### src/rtl/rhf_pkg.sv
package rhf_pkg;
  localparam int unsigned CFG_W = 16;

  typedef logic [CFG_W-1:0] host_word_t;

  typedef enum logic {
    MODE_EXACT  = 1'b0,
    MODE_VECTOR = 1'b1
  } filter_mode_e;

  // All ones selects the accept map; every other value is an exact host.
  function automatic filter_mode_e select_mode(input host_word_t w);
    return (&w) ? MODE_VECTOR : MODE_EXACT;
  endfunction

  // Exact-match hit: full-width compare against the zero-extended destination.
  function automatic logic exact_hit(input host_word_t w, input host_word_t dst_ext);
    return (w == dst_ext);
  endfunction

  // Broadcast is the all-zero destination.
  function automatic logic is_broadcast(input host_word_t dst_ext);
    return (dst_ext == '0);
  endfunction
endpackage

### src/rtl/rhf_mode_reg.sv
module rhf_mode_reg
  import rhf_pkg::*;
(
  input  logic         clk,
  input  logic         rst_n,
  input  logic         cfg_we,
  input  host_word_t   cfg_data,
  output host_word_t   host_word,
  output filter_mode_e mode
);
  host_word_t word_q;

  always_ff @(posedge clk or negedge rst_n) begin
    if (!rst_n)      word_q <= '0;
    else if (cfg_we) word_q <= cfg_data;
  end

  assign host_word = word_q;
  assign mode      = select_mode(word_q);

  // a written word is what the filter holds on the next cycle
  a_r6_cfg_lands: assert property (@(posedge clk) disable iff (!rst_n)
    cfg_we |=> (host_word == $past(cfg_data)));

  // without a write the mode/host word holds
  a_r6_cfg_holds: assert property (@(posedge clk) disable iff (!rst_n)
    !cfg_we |=> $stable(host_word));
endmodule

### src/rtl/rhf_vec_store.sv
module rhf_vec_store #(
  parameter  int HOST_W    = 8,
  parameter  int WORD_W    = 16,
  localparam int NUM_HOSTS = 1 << HOST_W,
  localparam int NUM_WORDS = NUM_HOSTS / WORD_W,
  localparam int IDX_W     = $clog2(NUM_WORDS)
) (
  input  logic              clk,
  input  logic              rst_n,
  input  logic              vec_we,
  input  logic [IDX_W-1:0]  vec_idx,
  input  logic [WORD_W-1:0] vec_data,
  input  logic [HOST_W-1:0] rd_host,
  output logic              rd_bit
);
  logic [NUM_HOSTS-1:0] map_flat;
  logic [NUM_WORDS-1:0] word_sel;

  for (genvar g = 0; g < NUM_WORDS; g++) begin : g_word
    logic [WORD_W-1:0] word_q;

    assign word_sel[g] = vec_we && (vec_idx == IDX_W'(g));

    always_ff @(posedge clk or negedge rst_n) begin
      if (!rst_n)           word_q <= '0;
      else if (word_sel[g]) word_q <= vec_data;
    end

    assign map_flat[g*WORD_W +: WORD_W] = word_q;
  end

  // Read sees the registered contents, so a same-cycle write is not visible.
  assign rd_bit = map_flat[rd_host];

  // at most one word is selected per write
  a_r4_one_word: assert property (@(posedge clk) disable iff (!rst_n)
    $onehot0(word_sel));

  // a written word appears at its index on the next cycle
  a_r4_word_lands: assert property (@(posedge clk) disable iff (!rst_n)
    vec_we |=> (map_flat[int'($past(vec_idx))*WORD_W +: WORD_W] == $past(vec_data)));

  // without a write the whole map holds
  a_r6_map_holds: assert property (@(posedge clk) disable iff (!rst_n)
    !vec_we |=> $stable(map_flat));
endmodule

### src/rtl/rhf_decide.sv
module rhf_decide
  import rhf_pkg::*;
#(
  parameter int HOST_W = 8
) (
  input  logic              clk,
  input  logic              rst_n,
  input  logic              dst_valid,
  input  logic [HOST_W-1:0] dst_host,
  input  host_word_t        host_word,
  input  filter_mode_e      mode,
  input  logic              map_bit,
  output logic              dec_valid,
  output logic              dec_accept
);
  host_word_t dst_ext;
  logic       bcast_hit;
  logic       exact_match;
  logic       accept_now;

  assign dst_ext     = host_word_t'(dst_host);
  assign bcast_hit   = is_broadcast(dst_ext);
  assign exact_match = exact_hit(host_word, dst_ext);

  always_comb begin
    unique case (mode)
      MODE_VECTOR: accept_now = map_bit;
      default:     accept_now = exact_match || bcast_hit;
    endcase
  end

  always_ff @(posedge clk or negedge rst_n) begin
    if (!rst_n) begin
      dec_valid  <= 1'b0;
      dec_accept <= 1'b0;
    end else begin
      dec_valid  <= dst_valid;
      dec_accept <= dst_valid && accept_now;
    end
  end

  // every strobe yields a decision one cycle later
  a_r7_valid_follows: assert property (@(posedge clk) disable iff (!rst_n)
    dst_valid |=> dec_valid);

  // no strobe, no decision
  a_r7_valid_idle: assert property (@(posedge clk) disable iff (!rst_n)
    !dst_valid |=> !dec_valid);

  // accept never stands without valid
  a_r7_accept_gated: assert property (@(posedge clk) disable iff (!rst_n)
    !dec_valid |-> !dec_accept);

  // broadcast always kept in exact-match mode
  a_r3_bcast_kept: assert property (@(posedge clk) disable iff (!rst_n)
    (dst_valid && mode == MODE_EXACT && bcast_hit) |=> dec_accept);

  // in vector mode the decision is the map bit seen at the strobe
  a_r4_map_decides: assert property (@(posedge clk) disable iff (!rst_n)
    (dst_valid && mode == MODE_VECTOR) |=> (dec_accept == $past(map_bit)));

  // a non-broadcast destination that misses the host word is dropped in exact mode
  a_r9_exact_miss: assert property (@(posedge clk) disable iff (!rst_n)
    (dst_valid && mode == MODE_EXACT && !bcast_hit && !exact_match) |=> !dec_accept);
endmodule

### src/rtl/rx_host_filter.sv
module rx_host_filter
  import rhf_pkg::*;
#(
  parameter  int HOST_W = 8,
  parameter  int WORD_W = 16,
  localparam int IDX_W  = $clog2((1 << HOST_W) / WORD_W)
) (
  input  logic              clk,
  input  logic              rst_n,
  input  logic              cfg_we,
  input  logic [CFG_W-1:0]  cfg_data,
  input  logic              vec_we,
  input  logic [IDX_W-1:0]  vec_idx,
  input  logic [WORD_W-1:0] vec_data,
  input  logic              dst_valid,
  input  logic [HOST_W-1:0] dst_host,
  output logic              dec_valid,
  output logic              dec_accept
);
  host_word_t   host_word;
  filter_mode_e mode;
  logic         map_bit;

  rhf_mode_reg u_mode (
    .clk       (clk),
    .rst_n     (rst_n),
    .cfg_we    (cfg_we),
    .cfg_data  (cfg_data),
    .host_word (host_word),
    .mode      (mode)
  );

  rhf_vec_store #(
    .HOST_W (HOST_W),
    .WORD_W (WORD_W)
  ) u_map (
    .clk      (clk),
    .rst_n    (rst_n),
    .vec_we   (vec_we),
    .vec_idx  (vec_idx),
    .vec_data (vec_data),
    .rd_host  (dst_host),
    .rd_bit   (map_bit)
  );

  rhf_decide #(
    .HOST_W (HOST_W)
  ) u_dec (
    .clk        (clk),
    .rst_n      (rst_n),
    .dst_valid  (dst_valid),
    .dst_host   (dst_host),
    .host_word  (host_word),
    .mode       (mode),
    .map_bit    (map_bit),
    .dec_valid  (dec_valid),
    .dec_accept (dec_accept)
  );
endmodule

### config.mk
export PLATFORM = sky130hd
export DESIGN_NAME = rx_host_filter
export DESIGN_NICKNAME = d
export VERILOG_FILES = /design/src/rtl/rhf_pkg.sv /design/src/rtl/rhf_mode_reg.sv /design/src/rtl/rhf_vec_store.sv /design/src/rtl/rhf_decide.sv /design/src/rtl/rx_host_filter.sv
export SDC_FILE = /design/constraint.sdc
export NUM_CORES = 1
export LEC_CHECK = 0
export ABC_CLOCK_PERIOD_IN_PS = 1900
export BUFFER_PORTS_ARGS = -buffer_cell sky130_fd_sc_hd__buf_2
export CORE_MARGIN = 1
export CORE_UTILIZATION = 58
export CTS_BUF_LIST = sky130_fd_sc_hd__clkbuf_4
export DETAILED_ROUTE_END_ITERATION = 8
export PLACE_DENSITY = 0.81
export SLEW_MARGIN = 25
export SYNTH_ARGS = -nofsm -noshare
export SYNTH_HDL_FRONTEND = slang
export SYNTH_SLANG_ARGS = --single-unit
### constraint.sdc
create_clock -name clk -period 1.9 [get_ports clk]
set_clock_uncertainty 0.1 [all_clocks]
set_input_delay 0.095 -clock clk [delete_from_list [all_inputs] [get_ports clk]]
set_output_delay 0.095 -clock clk [all_outputs]
set_load 0.03 [all_outputs]
# --- Yosys cells after proc, flatten, opt, wreduce, memory -nomap -nowiden ---
# Cells that the tools add are included.
word_totals:
  wordCells: 61
  input_bits: 49
  latch_bits: 0
  memories: 0
  rom_bits: 0
  ram_bits: 0
  register_bits: 274
  output_inout_bits: 2
classes:
  mul: 0
  n_shift: 0
  eq_ne: 16
  bitwise_logic: 0
  add_sub_neg: 0
  reduce_logical: 21
  div_mod_pow: 0
  n_mux: 4
  magnitude_cmp: 1
ops:
  columns: ["cell", "n"]
  rows:
  - ["4-bit equality test, second input constant", 8]
  - ["1-bit logical AND", 17]
  - ["16-bit by 8-bit equality test with 1-bit output", 1]
  - ["4-bit by 3-bit equality test with 1-bit output, second input constant", 4]
  - ["16-bit zero test", 1]
  - ["16-bit AND reduction", 1]
  - ["8-bit by 9-bit < comparator with 1-bit output, second input constant", 1]
  - ["1-bit binary-select mux with 8-bit select", 1]
  - ["4-bit by 2-bit equality test with 1-bit output, second input constant", 2]
  - ["4-bit by 1-bit equality test with 1-bit output, second input constant", 1]
  - ["4-bit zero test", 1]
  - ["1-bit two-way mux", 3]
  - ["1-bit logical OR", 1]

# --- Longest topological paths before layout ---
# Gate-level depths: netlist (run 1).
logic_depth:
  ltp_word: 4
  depth_mapped: 10
  mapped_depth_nobuf: 7

# --- Hierarchy ---
# From an unflattened synthesis (run 1), not the netlist that was laid out.
unflattened:
  hier_cells: 854
  area_unflattened_um2: 12654.6
by_module_without_submodules:
  columns: ["module", "area_per_inst_um2", "cells_each", "instances"]
  rows:
  - ["rhf_vec_store", 11777.5, 793, 1]
  - ["rhf_mode_reg", 680.7, 39, 1]
  - ["rhf_decide", 196.4, 22, 1]

# --- Worst setup path after synthesis (run 1) ---
# No wires, ideal clock.
synth_path:
  kind: "input-to-reg"
  start: "input port dst_host[1]"
  end: "register u_dec.dec_accept"
  stages: 8
  arrival_ns: 1.731
  n_path_buf: 2
  path_slack_ns: -0.076
  cell_sequence: "buf_4 > buf_2 > mux4_2 > mux4_2 > nor2_1 > nor3_1 > nor3_1 > a41oi_1"
synth_via:
  elab_chain_cells: 4
  word_cells_on_any_way: 7
synth_rtl:
  columns: ["element", "line", "rtl"]
  rows:
  - ["start: declaration", "rx_host_filter.sv:16", "input logic [HOST_W-1:0] dst_host,"]
  - ["1-bit binary-select mux with 8-bit select, or another cell as far along", "rhf_vec_store.sv:33", "assign rd_bit = map_flat[rd_host];"]
  - ["1-bit two-way mux (not written as such) / 1-bit logical OR (equally long branches)", "rhf_vec_store.sv:33, rhf_decide.sv:28", null]
  - ["1-bit two-way mux *", "rhf_decide.sv:26", "unique case (mode)"]
  - ["1-bit logical AND *", "rhf_decide.sv:38", "dec_accept <= dst_valid && accept_now;"]
  - ["end signal: assignment", "rhf_decide.sv:38", null]
  - ["end: declaration", "rhf_decide.sv:14", "output logic dec_accept"]
# Mark *: on every way between the ends. The rest lies on a longest branch, timed or not. The select of a mux whose other input is x is not followed.
# A chain may end at the register's enable or synchronous reset.

# --- Worst setup path after layout (run 1) ---
layout_path:
  start: "register u_map.g_word[7].word_q[4]"
  end: "register u_dec.dec_accept"
layout_via:
  elab_chain_cells: 4
layout_rtl:
  columns: ["element", "line", "rtl"]
  rows:
  - ["start: declaration", "rhf_vec_store.sv:20", "logic [WORD_W-1:0] word_q;"]
  - ["start signal: assignment", "rhf_vec_store.sv:26", "else if (word_sel[g]) word_q <= vec_data;"]
  - ["1-bit binary-select mux with 8-bit select", "rhf_vec_store.sv:33", null]
  - ["1-bit two-way mux (not written as such)", "rhf_vec_store.sv:33", null]
  - ["1-bit two-way mux", "rhf_decide.sv:26", null]
  - ["1-bit logical AND", "rhf_decide.sv:38", null]
# Every way passes these cells. The select of a mux whose other input is x is not followed.

==> key figures, run 1 <==
Power and ir drop
  • Pwr Density: 1070 nW/um2
  • Switching share of total power: 26.7%
  • Logic pwr share: 19.1%
  • Int Pwr: 11.7 mW
  • Clock power frac: 31.4%
  • Max VDD drop: 0.750 mV
  • Power share of the sequential group: 49.5%
  • Pleak: 6.57 nW
  • Sw Pwr: 4.25 mW

STA
  • Final setup vio count: 1
  • Hold_ws: -0.297 ns
  • RSZ-0062 raised after global routing: yes
  • Worst Tran Pin Value: 0.817 ns
  • Max_slew headroom: 45.5%
  • F_max: 474 MHz
  • Max-slew violations: 0
  • Fin crit share: 111%
  • Setup_tns: -0.211 ns
  • Final hold vios: 1
  • Final Critical Period: 2.11 ns
  • Final WS setup: -0.211 ns

Final layout
  • FF+latch area: 6860 um2
  • Nets: 1038
  • Final std cells w/o fill: 1311
  • P&R area growth vs syn: 17.4%
  • Final Cell Area: 14900 um2
  • Commonest cells after routing, fill and taps aside: mux2_2 (275), dfrtp_1 (274), clkbuf_4 (104)
  • Share of layout cells above drive strength 1: 53.8%
  • Area occupied by multi-input gates: 5460 um2
  • Most common cell after layout, fill and taps aside: mux2_2
  • Layout fillers: 1382

Clocking
  • Number of hold buffers added after cts: 52
  • Worst-path clk slew: 0.07 ns
  • Clock Latency Late Sink: 0.70 ns
  • TritonCTS buffer count: 72
  • TritonCTS Sinks: 274
  • Root buf cell: clkbuf_4
  • # H-tree levels: 3
  • Number of post-CTS setup repair buffers: 0
  • Clock tree buffer depth: 3
  • CTS tree: yes

Die
  • Core area: 21200 um2
  • Row count: 53
  • Die width: 150 um
  • I/O pin count: 51
  • DIE AREA: 22500 um2
  • Initial Util: 59.8%
  • Die height: 150 um

Detailed routing
  • DRC: 0
  • Via density: 6.25
  • Routed via count: 8197
  • Pre-antenna DRT Iters: 5
  • WL/cell: 24.1 um
  • Drt first-iter violations: 520
  • Total Wirelength: 31.6 mm
  • Routed Antenna Nets: 0

Synthesis
  • Ys Warns: 0
  • Synth Cell Area: 12700 um2
  • Register bit total from synthesis: 274
  • Syn_nets: 863
  • Synth Instances: 814
  • Post-synthesis sequential area ratio: 54.0%
  • Ys flop type: dfrtp_1
  • Synth cell types: 47
  • Share of synthesized registers carrying an async set or reset: 100%
  • Synth Area per Inst: 15.6 um2
  • Post-synth EDFFs: 0

Place
  • Global placement routability congestion: 0.856
  • DP Area: 13500 um2
  • Buffers on Ports: 50
  • Post-detail-place hpwl: 19.8 mm
  • Pre-CTS setup slack: -0.418 ns
  • Cells after DPL: 1138

Global route
  • Initial antenna violation count: 2
  • First-pass GRT wire length: 50.3 mm
  • Vias in the first global route: 9103
  • Overall routing resource usage: 30.1%
  • Grt ovf: 0
  • Largest net degree at the start of global routing: 76

Critical path
  • Kind of critical path: reg2reg
  • Worst Path Arrival: 2.58 ns
  • Critical path fanouts, max: 2
  • Required time worst endpoint: 2.37 ns
  • Critical Path End Type: flip-flop
  • CP Launch Type: flip-flop

Hold path
  • Min-delay worst type: in2reg

Status
  • Status: complete, but fails checks
  • Failing checks: negative hold slack, negative setup slack

Job
  • Max_cap viols: 0
[critical path, stage by stage (launching register included)]
cell and delay, ns:
dfrtp_1 0.38, mux4_2 0.46, mux4_2 0.54, nor2_2 0.14, nor3_2 0.06, nor3_2 0.18, a41oi_1 0.13
[path summary, 6_finish.rpt]
kind                                            from                     endpoint  cells past startpoint  slack, ns
max                        u_map.g_word[7].word_q[4]             u_dec.dec_accept                      6      -0.21
min                                      dst_host[7]             u_dec.dec_accept                      3      -0.30
max reg2reg                u_map.g_word[7].word_q[4]             u_dec.dec_accept                      6      -0.21
min reg2reg                u_map.g_word[1].word_q[1]    u_map.g_word[1].word_q[1]                      1       0.40
max in group asynchronous                      rst_n  u_map.g_word[14].word_q[15]                      4       0.51
min in group asynchronous                      rst_n    u_map.g_word[2].word_q[8]                      3       0.42
[cells in the mapped netlist, types with 4 or more instances]
| cell | number | area, um2 |
|---|---|---|
| nand2b_1 | 7 | 43.8 |
| o21ai_0 | 6 | 30.0 |
| mux4_4 | 4 | 100 |
| nor2_1 | 16 | 60.1 |
| buf_2 | 6 | 30.0 |
| nand3_1 | 6 | 30.0 |
| mux2i_1 | 27 | 270 |
| nand2_1 | 8 | 30.0 |
| a221oi_1 | 6 | 52.6 |
| nor4_1 | 5 | 31.3 |
| nor2b_1 | 5 | 31.3 |
| dfrtp_1 | 274 | 6860 |
| nor3_1 | 5 | 25.0 |
| nand4_1 | 8 | 50.1 |
| buf_4 | 8 | 60.1 |
| buf_6 | 5 | 56.3 |
| mux4_1 | 17 | 447 |
| xnor2_1 | 6 | 52.6 |
| mux4_2 | 37 | 833 |
| clkbuf_1 | 39 | 146 |
| mux2_2 | 276 | 3110 |
[metal layers]
layer  routed length, um  global-route usage, %  part of all wire (%)  vias up
met2               15700                   49.7                    50      353
met3                2080                   6.49                   6.6       93
met5                   0                      0                     0        -
met4                 876                   11.3                   2.8        0
li1                    -                      -                     -     3428
met1               13000                   39.2                    41     4323
[state kept, by name, indices dropped and copies added (netlist names)]
register / flops
u_map.g_word.word_q: 256
u_mode.host_word: 16
u_dec.dec_accept: 1
u_dec.dec_valid: 1
[kinds of logic after synthesis]
logic type	after synthesis	share of synthesized area [%]
multiplexers	361	37.5
flip-flops	274	54.0
AND/OR/NAND/NOR	72	3.08
buffers and inverters	66	2.92
AO/OA/AOI/OAI	33	1.89
XOR/XNOR	8	0.552
[power groups by stage]
stage	Sequential (mW)	Clock, mW	Combinational, mW
3_5_place_dp	7.92	0	2.88
4_1_cts	7.83	5.11	3.02
3_3_place_gp	7.79	0	2.71
6_report	7.87	4.99	3.04
2_1_floorplan	7.64	0	2.16
5_1_grt	7.99	5.40	3.26
[through the flow]
stage | total power, mW | util [%]
3_3_place_gp | 10.5 | 63.6
5_1_grt | 16.6 | 70.2
2_1_floorplan | 9.80 | -
4_1_cts | 16.0 | 70.1
3_5_place_dp | 10.8 | 63.6
6_report | 15.9 | 70.2
[final cells by class]
class	count	share of cell area [%]
Sequential cell	274	46.0
Inverter	1	0.0252
Antenna cell	2	0.0336
Clock buffer	104	5.24
Timing Repair Buffer	166	9.07
Multi-Input combinational cell	474	36.7
Tap cell	275	2.31
Clock inverter	15	0.605
[timing repair]
action,4_1_cts,5_1_grt
setup endpoints to repair,1,1
hold endpoints to repair,548,1
pin swaps,4,4
gates cloned,0,0
resized for setup,10,6
No activity file was read; power rests on OpenSTA's default activity.
==> run 2: changes to the inputs <==
Settings changed: ABC_CLOCK_PERIOD_IN_PS 1900 to 2730, CORE_UTILIZATION 58 to 60, PLACE_DENSITY 0.81 to 0.8.
Clock period 1.9 ns to 2.73 ns, I/O delays scaled along.
==> run 2 against run 1 <==
  * The run now ends clean
  * Fmax shrank 22%
  * Routed wire length shrank 3.2%
  * Register-to-register slack gained 0.25 ns
  * Critical path depth grew 2
  * Hold slack gained 0.33 ns
  * Utilization grew 1.5 points
  * Critical endpoint unchanged
==> key figures, run 2 (same netlist as run 1, synthesis figures left out) <==
Critical path
  • Kind of critical path: reg2reg
  • Worst Reg-to-Reg Cells: 8
  • Critical path fanouts, max: 2
  • Required time worst endpoint: 3.14 ns
  • Worst Path Arrival: 3.10 ns
  • CP Launch Type: flip-flop
  • Critical Path End Type: flip-flop

Final layout
  • Most common cell after layout, fill and taps aside: mux2_2
  • Final Cell Area: 14700 um2
  • Biggest register: u_map.g_word.word_q
  • Commonest cells after routing, fill and taps aside: mux2_2 (276), dfrtp_1 (274), clkbuf_4 (111)
  • Max FFs per register: 256
  • Share of layout cells above drive strength 1: 51.1%
  • Final std cells w/o fill: 1272
  • Nets: 1004
  • P&R area growth vs syn: 15.8%

STA
  • RSZ-0062 raised after global routing: no
  • Max_slew headroom: 38.6%
  • Max-slew violations: 0
  • F_max: 371 MHz
  • Worst Tran Pin Value: 0.921 ns
  • Final setup vio count: 0
  • Fin crit share: 98.6%
  • Final hold vios: 0
  • Setup_tns: 0 ns
  • Final Critical Period: 2.69 ns

Clocking
  • Root buf cell: clkbuf_4
  • Clock Latency Late Sink: 0.67 ns
  • CTS tree: yes
  • # H-tree levels: 3
  • Worst-path clk slew: 0.07 ns
  • TritonCTS Sinks: 274
  • Clock tree buffer depth: 3
  • TritonCTS buffer count: 72

Hold path
  • Min-delay worst type: in2async

Detailed routing
  • Pre-antenna DRT Iters: 5
  • Drt first-iter violations: 557
  • Routed Antenna Nets: 0
  • WL/cell: 24.1 um
  • Total Wirelength: 30.6 mm
  • Routed via count: 7943
  • DRC: 0
  • Via density: 6.24

Die
  • Die height: 147 um
  • Core area: 20500 um2
  • DIE AREA: 21700 um2
  • Row count: 52
  • Initial Util: 61.9%
  • I/O pin count: 51
  • Die width: 147 um

Power and ir drop
  • Pwr Density: 755 nW/um2
  • Max VDD drop: 0.412 mV
  • Pleak: 6.48 nW

Global route
  • Grt ovf: 0
  • Vias in the first global route: 8753
  • Overall routing resource usage: 29.8%
  • Initial antenna violation count: 1
  • Largest net degree at the start of global routing: 69
  • First-pass GRT wire length: 48.3 mm

Status
  • Status: finished clean

Place
  • DP Area: 13200 um2
  • Post-detail-place hpwl: 18.8 mm
  • Buffers on Ports: 50
  • Global placement routability congestion: 0.852
  • Cells after DPL: 1095

Job
  • Max_cap viols: 0
## run 2: timing repair
| action | 4_1_cts | 5_1_grt |
|---|---|---|
| hold buffers | 56 | 0 |
| hold endpoints to repair | 542 | 0 |
| gates resized for setup | 0 | 3 |
| setup buffers | 0 | 0 |
| setup endpoints to repair | 0 | 1 |
## run 2: final timing paths
kind	endpoint	from	slack, ns
worst max-delay path	u_dec.dec_accept	u_map.g_word[8].word_q[12]	0.04
worst min-delay path	u_map.g_word[5].word_q[13]	rst_n	0.03
worst max register to register	u_dec.dec_accept	u_map.g_word[8].word_q[12]	0.04
worst min register to register	u_map.g_word[2].word_q[13]	u_map.g_word[2].word_q[13]	0.40
max in group asynchronous	u_map.g_word[14].word_q[4]	rst_n	2.07
min in group clk	u_dec.dec_valid	dst_valid	0.07
## run 2: area by class of cell
| type | count | area (um2) |
|---|---|---|
| Fill cell | 1321 | 5800 |
| Antenna cell | 1 | 2.50 |
| Inverter | 1 | 3.75 |
| Multi-Input combinational cell | 474 | 5470 |
| Timing Repair Buffer | 132 | 1120 |
| Sequential cell | 274 | 6860 |
| Tap cell | 270 | 338 |
| Clock buffer | 111 | 833 |
| Clock inverter | 9 | 61.3 |
## run 2: layer usage
metal | GRT usage, % | wire length [um]
met5 | 0 | 0
met4 | 11.6 | 755
met3 | 7.01 | 1860
met2 | 48.8 | 15300
met1 | 38.7 | 12700
## run 2: power by group
part / internal (mW) / switching (mW)
sequential: 4.97 / 0.488
combinational: 1.27 / 0.801
clock: 1.93 / 1.63
## run 2: through the flow
stage                     setup WS (ns)  hold slack, ns  utilization [%]  power [mW]
final                            0.0369          0.0331             71.7        11.1
after global routing            0.00827          0.0148             71.7        11.6
after CTS                        0.0493         0.00379             71.6        11.1
after detailed placement          0.321          0.0480             64.4        7.48
after global placement            0.352          0.0367             64.4        7.27
after floorplan                   0.712          -0.259                -        6.81
## run 2: critical path, cell delays in order (launching register included)
cell           delay [ns]
dfrtp_1              0.39
mux4_4               0.59
mux2i_1              0.18
o32ai_1              0.13
nor4_1               0.30
o21ai_1              0.12
nand3_1              0.09
dlygate4sd3_1        0.54
a41oi_1              0.09
